## config.mk

```make
export PLATFORM = sky130hd
export DESIGN_NAME = gpio_edge_bank
export DESIGN_NICKNAME = d
export VERILOG_FILES = /design/src/rtl/gpio_bank_pkg.sv /design/src/rtl/gpio_sync.sv /design/src/rtl/gpio_edge_det.sv /design/src/rtl/gpio_irq_status.sv /design/src/rtl/gpio_edge_bank.sv
export SDC_FILE = /design/constraint.sdc
export NUM_CORES = 1
export LEC_CHECK = 0
export BUFFER_PORTS_ARGS = -buffer_cell sky130_fd_sc_hd__buf_2
export CORE_MARGIN = 4
export CORE_UTILIZATION = 49
export CTS_BUF_LIST = sky130_fd_sc_hd__clkbuf_2 sky130_fd_sc_hd__clkbuf_4 sky130_fd_sc_hd__clkbuf_8
export CTS_CLUSTER_DIAMETER = 80
export DETAILED_ROUTE_END_ITERATION = 10
export PLACE_DENSITY = 0.73
export SYNTH_ARGS = -nofsm -noshare
export SYNTH_HDL_FRONTEND = slang
export SYNTH_HIERARCHICAL = 1
export SYNTH_SLANG_ARGS = --single-unit
export TNS_END_PERCENT = 5
```

## constraint.sdc

```tcl
create_clock -name clk -period 3.12 [get_ports clk]
set_input_delay 0.624 -clock clk [delete_from_list [all_inputs] [get_ports clk]]
set_output_delay 0.624 -clock clk [all_outputs]
set_load 0.1 [all_outputs]
```

## src/rtl/gpio_bank_pkg.sv

```systemverilog
package gpio_bank_pkg;
  localparam int PORT_W    = 8;
  localparam int NUM_PORTS = 4;
  localparam int LINES     = PORT_W * NUM_PORTS;
  localparam int FIELD_W   = 2;
  localparam int TYP_W     = LINES * FIELD_W;
  localparam int BUS_W     = 32;
  localparam int BE_W      = BUS_W / 8;
  localparam int WADDR_W   = 3;

  localparam logic [WADDR_W-1:0] W_DIR    = 3'd2;
  localparam logic [WADDR_W-1:0] W_DATA   = 3'd3;
  localparam logic [WADDR_W-1:0] W_STATUS = 3'd4;
  localparam logic [WADDR_W-1:0] W_TYP_LO = 3'd5;
  localparam logic [WADDR_W-1:0] W_TYP_HI = 3'd6;

  typedef enum logic [FIELD_W-1:0] {
    EDGE_OFF  = 2'd0,
    EDGE_FALL = 2'd1,
    EDGE_RISE = 2'd2,
    EDGE_BOTH = 2'd3
  } edge_sel_e;

  // Expand byte enables into a bit mask.
  function automatic logic [BUS_W-1:0] lane_mask(input logic [BE_W-1:0] be);
    logic [BUS_W-1:0] m;
    for (int b = 0; b < BE_W; b++) m[b*8 +: 8] = {8{be[b]}};
    return m;
  endfunction

  // Replace only the enabled lanes of a word.
  function automatic logic [BUS_W-1:0] lane_merge(input logic [BUS_W-1:0] old_v,
                                                  input logic [BUS_W-1:0] new_v,
                                                  input logic [BE_W-1:0]  be);
    logic [BUS_W-1:0] m;
    m = lane_mask(be);
    return (old_v & ~m) | (new_v & m);
  endfunction

  // Bit 1 of the field selects rising edges, bit 0 selects falling edges.
  function automatic logic edge_match(input logic [FIELD_W-1:0] sel,
                                      input logic prev, input logic cur);
    return (sel[1] & cur & ~prev) | (sel[0] & prev & ~cur);
  endfunction
endpackage

```

## src/rtl/gpio_sync.sv

```systemverilog
module gpio_sync #(
  parameter int WIDTH  = 32,
  parameter int STAGES = 2
) (
  input  logic             clk,
  input  logic             rst_n,
  input  logic [WIDTH-1:0] d_async,
  output logic [WIDTH-1:0] q_sync
);
  logic [WIDTH-1:0] stage_q [STAGES];

  for (genvar s = 0; s < STAGES; s++) begin : g_stage
    always_ff @(posedge clk or negedge rst_n) begin
      if (!rst_n) stage_q[s] <= '0;
      else if (s == 0) stage_q[s] <= d_async;
      else stage_q[s] <= stage_q[(s == 0) ? 0 : s-1];
    end
  end

  assign q_sync = stage_q[STAGES-1];
endmodule

```

## src/rtl/gpio_edge_det.sv

```systemverilog
module gpio_edge_det
  import gpio_bank_pkg::*;
#(
  parameter int WIDTH = 32
) (
  input  logic                     clk,
  input  logic                     rst_n,
  input  logic [WIDTH-1:0]         level,
  input  logic [WIDTH*FIELD_W-1:0] sel,
  output logic [WIDTH-1:0]         hit
);
  logic [WIDTH-1:0] level_d;

  always_ff @(posedge clk or negedge rst_n) begin
    if (!rst_n) level_d <= '0;
    else level_d <= level;
  end

  for (genvar i = 0; i < WIDTH; i++) begin : g_line
    assign hit[i] = edge_match(sel[i*FIELD_W +: FIELD_W], level_d[i], level[i]);
  end
endmodule

```

## src/rtl/gpio_irq_status.sv

```systemverilog
module gpio_irq_status #(
  parameter int WIDTH = 32
) (
  input  logic             clk,
  input  logic             rst_n,
  input  logic [WIDTH-1:0] set_evt,
  input  logic [WIDTH-1:0] clr_req,
  input  logic [WIDTH-1:0] line_en,
  output logic [WIDTH-1:0] sts_q,
  output logic             irq
);
  always_ff @(posedge clk or negedge rst_n) begin
    if (!rst_n) begin
      sts_q <= '0;
      irq   <= 1'b0;
    end else begin
      sts_q <= (sts_q & ~clr_req) | set_evt;
      irq   <= |(sts_q & line_en);
    end
  end
endmodule

```

## src/rtl/gpio_edge_bank.sv

```systemverilog
module gpio_edge_bank
  import gpio_bank_pkg::*;
#(
  parameter int SYNC_STAGES = 2
) (
  input  logic               clk,
  input  logic               rst_n,
  input  logic               bus_rd,
  input  logic               bus_wr,
  input  logic [WADDR_W-1:0] bus_word_addr,
  input  logic [BE_W-1:0]    bus_be,
  input  logic [BUS_W-1:0]   bus_wdata,
  output logic [BUS_W-1:0]   bus_rdata,
  input  logic [LINES-1:0]   pin_in,
  output logic [LINES-1:0]   pin_out,
  output logic [LINES-1:0]   pin_oe,
  output logic               irq
);
  logic [LINES-1:0] dir_q, out_q, pin_s, edge_hit, set_evt, line_en, sts_q, sts_clr;
  logic [TYP_W-1:0] typ_q;
  logic dir_wr, data_wr, status_wr, typ_lo_wr, typ_hi_wr;

  assign dir_wr    = bus_wr && (bus_word_addr == W_DIR);
  assign data_wr   = bus_wr && (bus_word_addr == W_DATA);
  assign status_wr = bus_wr && (bus_word_addr == W_STATUS);
  assign typ_lo_wr = bus_wr && (bus_word_addr == W_TYP_LO);
  assign typ_hi_wr = bus_wr && (bus_word_addr == W_TYP_HI);

  always_ff @(posedge clk or negedge rst_n) begin
    if (!rst_n) begin
      dir_q <= '0;
      out_q <= '0;
      typ_q <= '0;
    end else begin
      if (dir_wr)    dir_q <= lane_merge(dir_q, bus_wdata, bus_be);
      if (data_wr)   out_q <= lane_merge(out_q, bus_wdata, bus_be);
      if (typ_lo_wr) typ_q[BUS_W-1:0] <= lane_merge(typ_q[BUS_W-1:0], bus_wdata, bus_be);
      if (typ_hi_wr) typ_q[TYP_W-1:BUS_W] <= lane_merge(typ_q[TYP_W-1:BUS_W], bus_wdata, bus_be);
    end
  end

  assign sts_clr = status_wr ? (bus_wdata & lane_mask(bus_be)) : '0;

  for (genvar i = 0; i < LINES; i++) begin : g_en
    assign line_en[i] = |typ_q[i*FIELD_W +: FIELD_W];
  end

  gpio_sync #(.WIDTH(LINES), .STAGES(SYNC_STAGES)) u_sync (
    .clk(clk), .rst_n(rst_n), .d_async(pin_in), .q_sync(pin_s)
  );

  gpio_edge_det #(.WIDTH(LINES)) u_edge (
    .clk(clk), .rst_n(rst_n), .level(pin_s), .sel(typ_q), .hit(edge_hit)
  );

  assign set_evt = edge_hit & line_en;

  gpio_irq_status #(.WIDTH(LINES)) u_status (
    .clk(clk), .rst_n(rst_n), .set_evt(set_evt), .clr_req(sts_clr),
    .line_en(line_en), .sts_q(sts_q), .irq(irq)
  );

  assign pin_out = out_q;
  assign pin_oe  = dir_q;

  always_comb begin
    bus_rdata = '0;
    if (bus_rd) begin
      unique case (bus_word_addr)
        W_DIR:    bus_rdata = dir_q;
        W_DATA:   bus_rdata = (dir_q & out_q) | (~dir_q & pin_s);
        W_STATUS: bus_rdata = sts_q;
        W_TYP_LO: bus_rdata = typ_q[BUS_W-1:0];
        W_TYP_HI: bus_rdata = typ_q[TYP_W-1:BUS_W];
        default:  bus_rdata = '0;
      endcase
    end
  end
endmodule

```

==> results of run 1 <==
[cells in the final DEF (no fill, tap or decap), types with 4 or more instances in the layout]
cell type	count
buf_12	36
nand2_2	5
mux2i_1	32
dfrtp_1	257
o21ai_0	13
clkinv_2	5
a21boi_0	9
a22oi_1	14
o22ai_1	32
clkbuf_8	53
mux2_4	16
nand2_1	88
o211a_1	8
o221ai_1	4
a21oi_1	42
buf_4	24
mux2_2	107
o32ai_2	19
inv_1	38
a21o_1	31
o211ai_1	4
nand3b_1	9
nor2_1	41
nor2_2	4
nor2_8	8
buf_2	137
nor2_4	4
nand4_1	5
and2_1	64
or2_2	30
clkbuf_4	13
nor3b_1	6
[cell usage after synthesis, types with 16 or more instances]
cell type	number	area (um^2)
and2_1	64	400
a21o_1	31	233
o32ai_1	19	166
a21oi_1	42	210
mux2_4	16	240
buf_4	34	255
nand2_1	88	330
or2_2	30	188
o22ai_1	32	200
mux2i_1	32	320
nor2_1	41	154
inv_1	38	143
mux2_2	107	1200
dfrtp_1	257	6430
[routing by layer]
layer,up-vias,track usage,part of all wire
met5,-,0,0.00040
met4,2,0.0738,0.027
met3,57,0.0442,0.073
met2,319,0.384,0.47
met1,4144,0.347,0.43
li1,3795,-,-
[worst paths after layout]
check                                   startpoint                          to  depth (start not counted)
worst min-delay path                         rst_n  asynchronous set/reset pin                          1
worst min register to register  u_sync/stage_q[36]            u_sync/q_sync[4]                          0
max in group asynchronous                    rst_n  asynchronous set/reset pin                          2
min in group clk                        pin_in[21]          u_sync/stage_q[53]                          1
worst max register to register           flip-flop                u_status/irq                          4
worst max-delay path              bus_word_addr[1]               bus_rdata[18]                          7
[cell type report]
class | instances | area [um^2]
fill | 1858 | 9090
sequential | 257 | 6430
multi-input combinational | 627 | 4860
timing repair buffer | 198 | 1600
clock buffer | 66 | 827
tap | 319 | 399
inverter | 39 | 146
clock inverter | 8 | 115
[stage by stage]
stage	hold WS (ps)	area [um^2]	setup slack, ps	util	setup TNS, ps
after floorplan	328	11800	-319	-	-5000
after global placement	332	13400	420	0.572	0
after detailed placement	335	13400	359	0.572	0
after CTS	53.2	14400	358	0.613	0
after global routing	65.8	14400	278	0.613	0
final	38.9	14400	350	0.613	0
[power by group]
part	leakage [uW]	internal [uW]	switching [uW]
combinational	0.00309	1120	2600
sequential	0.00301	3920	627
clock	0.000503	1930	1290
[worst reg2reg max path, delay by kind of cell (launching register included)]
kind | cells | cell delay, ps
flops | 1 | 440
compound gates | 1 | 280
simple gates | 3 | 1080
[cell families (layout without fill, tap and decap cells)]
family | Yosys count | after routing | synth area share
AND/OR/NAND/NOR | 278 | 278 | 0.137
flip-flops | 257 | 257 | 0.551
AO/OA/AOI/OAI | 191 | 191 | 0.113
multiplexers | 158 | 158 | 0.154
buffers and inverters | 97 | 311 | 0.0448
==> impl_metrics.yaml, run 1 <==
outcome:
  outcome: "completed"
setup_path:
  cpPeakStageDelay_ps: 320
  start_kind: "input port"
  endpoint_kind: "output pin"
  cp_num_buf_inv: 3
  critical_path_required_ps: 2500
  crit_family: "buffers and inverters"
  worstPathArrival_ps: 2150
  cp_max_fo: 9
  crit_path_top_delay_cell: "nand2_1"
  r2r_slack_ps: 1190
  worstPathCellList: "buf_2 > o21ai_0 > a31oi_1 > nand2_1 > buf_4 > o32ai_2 > buf_12"
  critPathKind: "input port to output pin"
synthesis:
  syn-num-nets: 1056
  syn_area_um2: 11700
  ys_seq_area_frac: 0.551
  synth_area_per_cell_um2: 11.9
  ys_types: 49
  syn_inst: 981
  ys_seq_elements: 257
  synth_flop_cell: "dfrtp_1"
  yosysWarningCount: 6
  synth_edf_count: 0
  async_flop_share: 1.00
global_routing:
  overflow: 0
  grt.total_usage: 0.244
  grt_pass1_wl_um: 49300
  antenna_found_initial: 1
  grt_pass1_vias: 8568
  grt_max_degree: 79
power:
  p_per_area_nw_per_um2: 799
  p_total_uw: 11500
  worst_ir_drop_vdd_uv: 449
  p_leak_uw: 0.00660
die:
  die-area_um2: 26300
  io_pins: 172
  core-area_um2: 23500
  start_util: 0.497
  chipWidth_um: 162
  rows: 56
  die_h_um: 162
clock_network:
  cts-root-buf: "clkbuf_8"
  clock-sinks: 257
  cts_hold_buffers: 0
  postCtsSetupBuffers: 0
  cts_tree: "done"
  htree_levels: 2
  post_cts_resized: 0
  cts_buffers: 43
  path_clk_slew_ps: 60
  clk_path_buf_depth: 3
  clock_latency_ps: 530
route:
  vias: 8317
  post_drt_wl_per_cell_um: 21.2
  first_pass_iters: 5
  ant_nets: 0
  routed_wl_um: 32200
  drc: 0
  routed_via_density: 5.49
  drtIter0Drc: 812
timing:
  hold_viol_final: 0
  max_slew.worst_pin.slew_ps: 722
  finClkSkew_ps: 15.7
  fmax_mhz: 361
  finalSetupViolCount: 0
  rsz0062_at_grt: "no"
  period_share: 0.888
  relSlewSlack: 0.517
  drv_slew: 0
  min_period_ps: 2770
finish:
  layout-drive-gt1-share: 0.398
  final_cells: 1514
  fin_nets: 1241
  antenna_cells: 0
  area_growth_pct: 23.3
placement:
  place_congestion: 0.936
  io_buffers: 171
  dp_cells: 1440
  hpwl_um: 23500
worst_hold_path:
  hold_class: "input port to asynchronous set/reset pin"
run:
  max_cap_viol_count: 0
(Power assumes the default switching activity.)
==> inputs of run 2 (changes only) <==
--- a/config.mk
+++ b/config.mk
@@ -7,11 +7,11 @@
 export LEC_CHECK = 0
 export BUFFER_PORTS_ARGS = -buffer_cell sky130_fd_sc_hd__buf_2
 export CORE_MARGIN = 4
-export CORE_UTILIZATION = 49
+export CORE_UTILIZATION = 55
 export CTS_BUF_LIST = sky130_fd_sc_hd__clkbuf_2 sky130_fd_sc_hd__clkbuf_4 sky130_fd_sc_hd__clkbuf_8
 export CTS_CLUSTER_DIAMETER = 80
 export DETAILED_ROUTE_END_ITERATION = 10
-export PLACE_DENSITY = 0.73
+export PLACE_DENSITY = 0.8
 export SYNTH_ARGS = -nofsm -noshare
 export SYNTH_HDL_FRONTEND = slang
 export SYNTH_HIERARCHICAL = 1
==> run 2 against run 1 <==
- die area is 10% lower
- via count rose by 3.4%
- non-clock buffer count increased by 3
- final area fell by 1.1%
- sequential cell count did not move
- final cell count down 3.0%
- hold slack better by 36 ps
- total power down 2.4%
- setup slack worse by 91 ps
- critical path type unchanged
- largest power group unchanged
==> impl_metrics.yaml, run 2 (synthesis results as in run 1) <==
timing:
  fmax_mhz: 349
  max_slew.worst_pin.slew_ps: 734
  min_period_ps: 2860
  rsz0062_at_grt: "no"
  drv_slew: 0
  hold-worst-slack_ps: 74.6
  period_share: 0.917
  hold_viol_final: 0
  finalSetupViolCount: 0
  relSlewSlack: 0.511
  finClkSkew_ps: 14.9
route:
  vias: 8598
  post_drt_wl_per_cell_um: 21.9
  drtIter0Drc: 648
  drc: 0
  ant_nets: 0
  routed_wl_um: 32200
  first_pass_iters: 5
  routed_via_density: 5.86
clock_network:
  clock-sinks: 257
  postCtsSetupBuffers: 0
  clock_latency_ps: 550
  htree_levels: 2
  clk_path_buf_depth: 3
  post_cts_resized: 0
  cts-root-buf: "clkbuf_8"
  cts_tree: "done"
  cts_hold_buffers: 0
  path_clk_slew_ps: 60
  cts_buffers: 41
global_routing:
  grt_max_degree: 84
  grt.total_usage: 0.271
  overflow: 0
  grt_pass1_wl_um: 50200
  antenna_found_initial: 1
  grt_pass1_vias: 8914
finish:
  fill_cells: 1530
  layout_commonest_cell: "dfrtp_1"
  antenna_cells: 0
  layout-drive-gt1-share: 0.397
  final_cell_mix: "dfrtp_1 (257), buf_2 (137), mux2_2 (107)"
  fin_nets: 1242
  area_growth_pct: 22.0
power:
  p_leak_uw: 0.00655
  internal_power_uw: 6680
  pwr-share-clk: 0.262
  p_sw_uw: 4530
  p_total_uw: 11200
  pwr-share-comb: 0.333
  power.share.sequential: 0.406
  switching_share: 0.404
  worst_ir_drop_vdd_uv: 637
  p_per_area_nw_per_um2: 788
setup_path:
  r2r-end: "u_status/irq"
  start_kind: "input port"
  critPathKind: "input port to output pin"
  crit_start: "bus_word_addr[1]"
  cp_max_fo: 10
  critical_path_required_ps: 2500
  r2r_slack_ps: 1110
  worstPathArrival_ps: 2240
  endpoint_kind: "output pin"
  r2r_cells: 4
run:
  max_cap_viol_count: 0
die:
  core-area_um2: 21000
  start_util: 0.557
  rows: 53
  die-area_um2: 23600
  io_pins: 172
  die_h_um: 154
  chipWidth_um: 154
placement:
  place_congestion: 0.889
  hpwl_um: 23500
  io_buffers: 171
outcome:
  outcome: "completed"
worst_hold_path:
  hold_class: "input port to asynchronous set/reset pin"
-- run 2: cell types whose count changed in the layout (fill, tap and decap cells not counted), sizes merged --
cell      delta
bufinv       -3
clkbuf       -1
buf          +3
clkinvlp     +1
clkinv       -2
-- run 2: final cells by class --
type | count | area (um^2) | share of cell area
Clock buffer | 65 | 813 | 0.0572
Clock inverter | 4 | 22.5 | 0.00158
Inverter | 39 | 146 | 0.0103
Multi-Input combinational cell | 627 | 4860 | 0.342
Sequential cell | 257 | 6430 | 0.452
Tap cell | 275 | 344 | 0.0242
Timing Repair Buffer | 201 | 1610 | 0.113
-- run 2: worst max path at each step --
stage                         end  slack [ps]  cells past startpoint
finish              bus_rdata[16]         260                      7
global route         bus_rdata[3]         150                      7
CTS                  bus_rdata[3]         280                      7
detailed placement   bus_rdata[3]         290                      7
global placement     bus_rdata[3]         350                      6
floorplan           bus_rdata[10]        -320                      5
-- run 2: worst max-delay path, cell delays in order --
cell and delay [ps]:
buf_2 200, o21ai_0 100, a31oi_1 200, nand2_1 370, buf_4 330, o32ai_2 180, buf_12 220
-- run 2: metrics by stage --
step / utilization / cells / worst slack (ps) / instance area [um^2] / setup TNS (ps)
final: 0.679 / 1468 / 258 / 14200 / 0
after global routing: 0.679 / 1468 / 152 / 14200 / 0
after CTS: 0.679 / 1468 / 285 / 14200 / 0
after detailed placement: 0.639 / 1399 / 287 / 13400 / 0
after global placement: 0.639 / 1399 / 354 / 13400 / 0
after floorplan: - / 981 / -319 / 11800 / -5000
-- run 2: layer usage --
metal | vias to the layer above | global-route usage | wire, um
met4 | 2 | 0.0900 | 901
met3 | 76 | 0.0645 | 2480
li1 | 3789 | - | -
met5 | - | 0 | 13
met2 | 384 | 0.437 | 15500
met1 | 4347 | 0.365 | 13300
-- run 2: power by group through the flow --
stage          combinational [uW]  sequential [uW]  clock, uW
6_report                     3730             4550       2930
5_1_grt                      3900             4610       3110
4_1_cts                      3730             4530       2970
3_5_place_dp                 3720             4580          0
3_3_place_gp                 3650             4550          0
2_1_floorplan                1510             5770          0
==> inputs of run 3 (changes only) <==
--- a/config.mk
+++ b/config.mk
@@ -6,10 +6,10 @@
 export NUM_CORES = 1
 export LEC_CHECK = 0
 export BUFFER_PORTS_ARGS = -buffer_cell sky130_fd_sc_hd__buf_2
-export CORE_MARGIN = 4
 export CORE_UTILIZATION = 55
 export CTS_BUF_LIST = sky130_fd_sc_hd__clkbuf_2 sky130_fd_sc_hd__clkbuf_4 sky130_fd_sc_hd__clkbuf_8
 export CTS_CLUSTER_DIAMETER = 80
+export CTS_CLUSTER_SIZE = 14
 export DETAILED_ROUTE_END_ITERATION = 10
 export PLACE_DENSITY = 0.8
 export SYNTH_ARGS = -nofsm -noshare
==> run 3 against run 2 <==
- sequential cell count is the same
- combinational power is essentially flat
- final cell count shrank 3.3%
- non-clock buffer count is the same
- largest cell class unchanged
- highest routed layer is now met4
==> impl_metrics.yaml, run 3 (synthesis results as in run 1) <==
worst_hold_path:
  hold_class: "input port to asynchronous set/reset pin"
timing:
  drv_slew: 0
  max_slew.worst_pin.slew_ps: 738
  finClkSkew_ps: 15.0
  finalSetupViolCount: 0
  period_share: 0.909
  finalWorstSetupSlack_ps: 284
  relSlewSlack: 0.508
  min_period_ps: 2840
  hold_viol_final: 0
  fmax_mhz: 353
  rsz0062_at_grt: "no"
global_routing:
  grt.total_usage: 0.289
  grt_pass1_vias: 8300
  antenna_found_initial: 0
  top_usage_layer: "met2"
  grt_pass1_wl_um: 47900
  use_met1: 0.406
  grt_max_degree: 88
  met3_usage: 0.0531
  grt_use_met2: 0.459
  overflow: 0
placement:
  dpl_worst_slack_ps: 364
  io_buffers: 171
  place_congestion: 0.896
  dp_cells: 1394
  hpwl_um: 22300
finish:
  layout_commonest_cell: "dfrtp_1"
  multi_input_area_um2: 4860
  ff_latch_area_um2: 6430
  fill_cells: 1521
  final_cell_mix: "dfrtp_1 (257), buf_2 (137), mux2_2 (107)"
  final_cells: 1419
  layout-drive-gt1-share: 0.374
  fin_nets: 1223
  area_growth_pct: 17.8
route:
  first_pass_iters: 7
  ant_nets: 0
  drtIter0Drc: 615
  drc: 0
  routed_via_density: 5.87
  post_drt_wl_per_cell_um: 21.6
  routed_wl_um: 30700
  vias: 8327
clock_network:
  clock_latency_ps: 540
  post_cts_resized: 0
  htree_levels: 1
  cts_tree: "done"
  postCtsSetupBuffers: 0
  cts_buffers: 22
  cts_hold_buffers: 0
  clk_path_buf_depth: 3
  cts-root-buf: "clkbuf_8"
  path_clk_slew_ps: 90
  clock-sinks: 257
die:
  core-area_um2: 20500
  io_pins: 172
  rows: 52
  die_h_um: 148
  die-area_um2: 21800
  start_util: 0.569
  chipWidth_um: 148
setup_path:
  endpoint_kind: "output pin"
  worstPathCellList: "buf_4 > buf_12 > mux2i_1 > nor2_1 > a21oi_1 > o21ai_1 > buf_4 > buf_12"
  critical_path_required_ps: 2500
  worstPathArrival_ps: 2210
  r2r_cells: 4
  cp_max_fo: 44
  crit_path_top_delay_cell: "buf_12"
  cpPeakStageDelay_ps: 300
  start_kind: "input port"
  critPathKind: "input port to output pin"
run:
  max_cap_viol_count: 0
power:
  p_per_area_nw_per_um2: 726
  worst_ir_drop_vdd_uv: 596
  p_leak_uw: 0.00629
outcome:
  outcome: "completed"
[run 3: changes by cell type in the layout (fill, tap and decap cells not counted), sizes merged]
cell,previous run,this run
clkbuf,65,23
diode,0,1
inv,39,40
clkinv,3,0
clkinvlp,1,0
[run 3: final timing paths]
| check | start | endpoint | slack, ps |
|---|---|---|---|
| hold / removal | rst_n | u_edge/level_d[11] | 100 |
| max in group asynchronous | rst_n | asynchronous set/reset pin | 2250 |
| hold reg to reg | u_sync/stage_q[44] | u_sync/q_sync[12] | 340 |
| setup / recovery | bus_word_addr[0] | bus_rdata[23] | 280 |
| min in group clk | pin_in[21] | u_sync/stage_q[53] | 190 |
| setup reg to reg | flip-flop | u_status/irq | 1180 |
[run 3: power breakdown]
| group | internal [uW] | switching (uW) | leakage, uW | total [uW] |
|---|---|---|---|---|
| combinational | 1120 | 2600 | 0.00311 | 3720 |
| clock | 669 | 1050 | 0.000171 | 1720 |
| sequential | 3910 | 622 | 0.00301 | 4530 |
| total | 5700 | 4270 | 0.00629 | 9970 |
[run 3: through the flow]
| step | total power, uW | cell area (um^2) | util | hold slack (ps) | TNS (ps) |
|---|---|---|---|---|---|
| floorplan | 7270 | 11800 | - | 328 | -5000 |
| global placement | 8200 | 13400 | 0.654 | 332 | 0 |
| detailed placement | 8290 | 13400 | 0.654 | 335 | 0 |
| CTS | 9990 | 13700 | 0.670 | 98.2 | 0 |
| global route | 10400 | 13700 | 0.670 | 134 | 0 |
| finish | 9970 | 13700 | 0.671 | 97.2 | 0 |
[run 3: worst max-delay path, delay by kind of cell]
kind / cells / cell delay, ps
AO/OA/AOI/OAI: 2 / 440
multiplexers: 1 / 220
buffers and inverters: 4 / 840
AND/OR/NAND/NOR: 1 / 60
[run 3: layout make-up]
class,count,share of cell area
flip-flops and latches,257,0.468
multi-input cells,627,0.354
repair buffers,201,0.119
well taps,270,0.0246
clock buffers,23,0.0230
inverters,39,0.0107
clock inverters,1,0.000819
diodes,1,0.000182
[run 3: per-layer routing]
layer  vias up  part of all wire
met5         -                 0
met4         0             0.034
met3        60             0.071
met2       341              0.47
met1      4203              0.43
li1       3723                 -
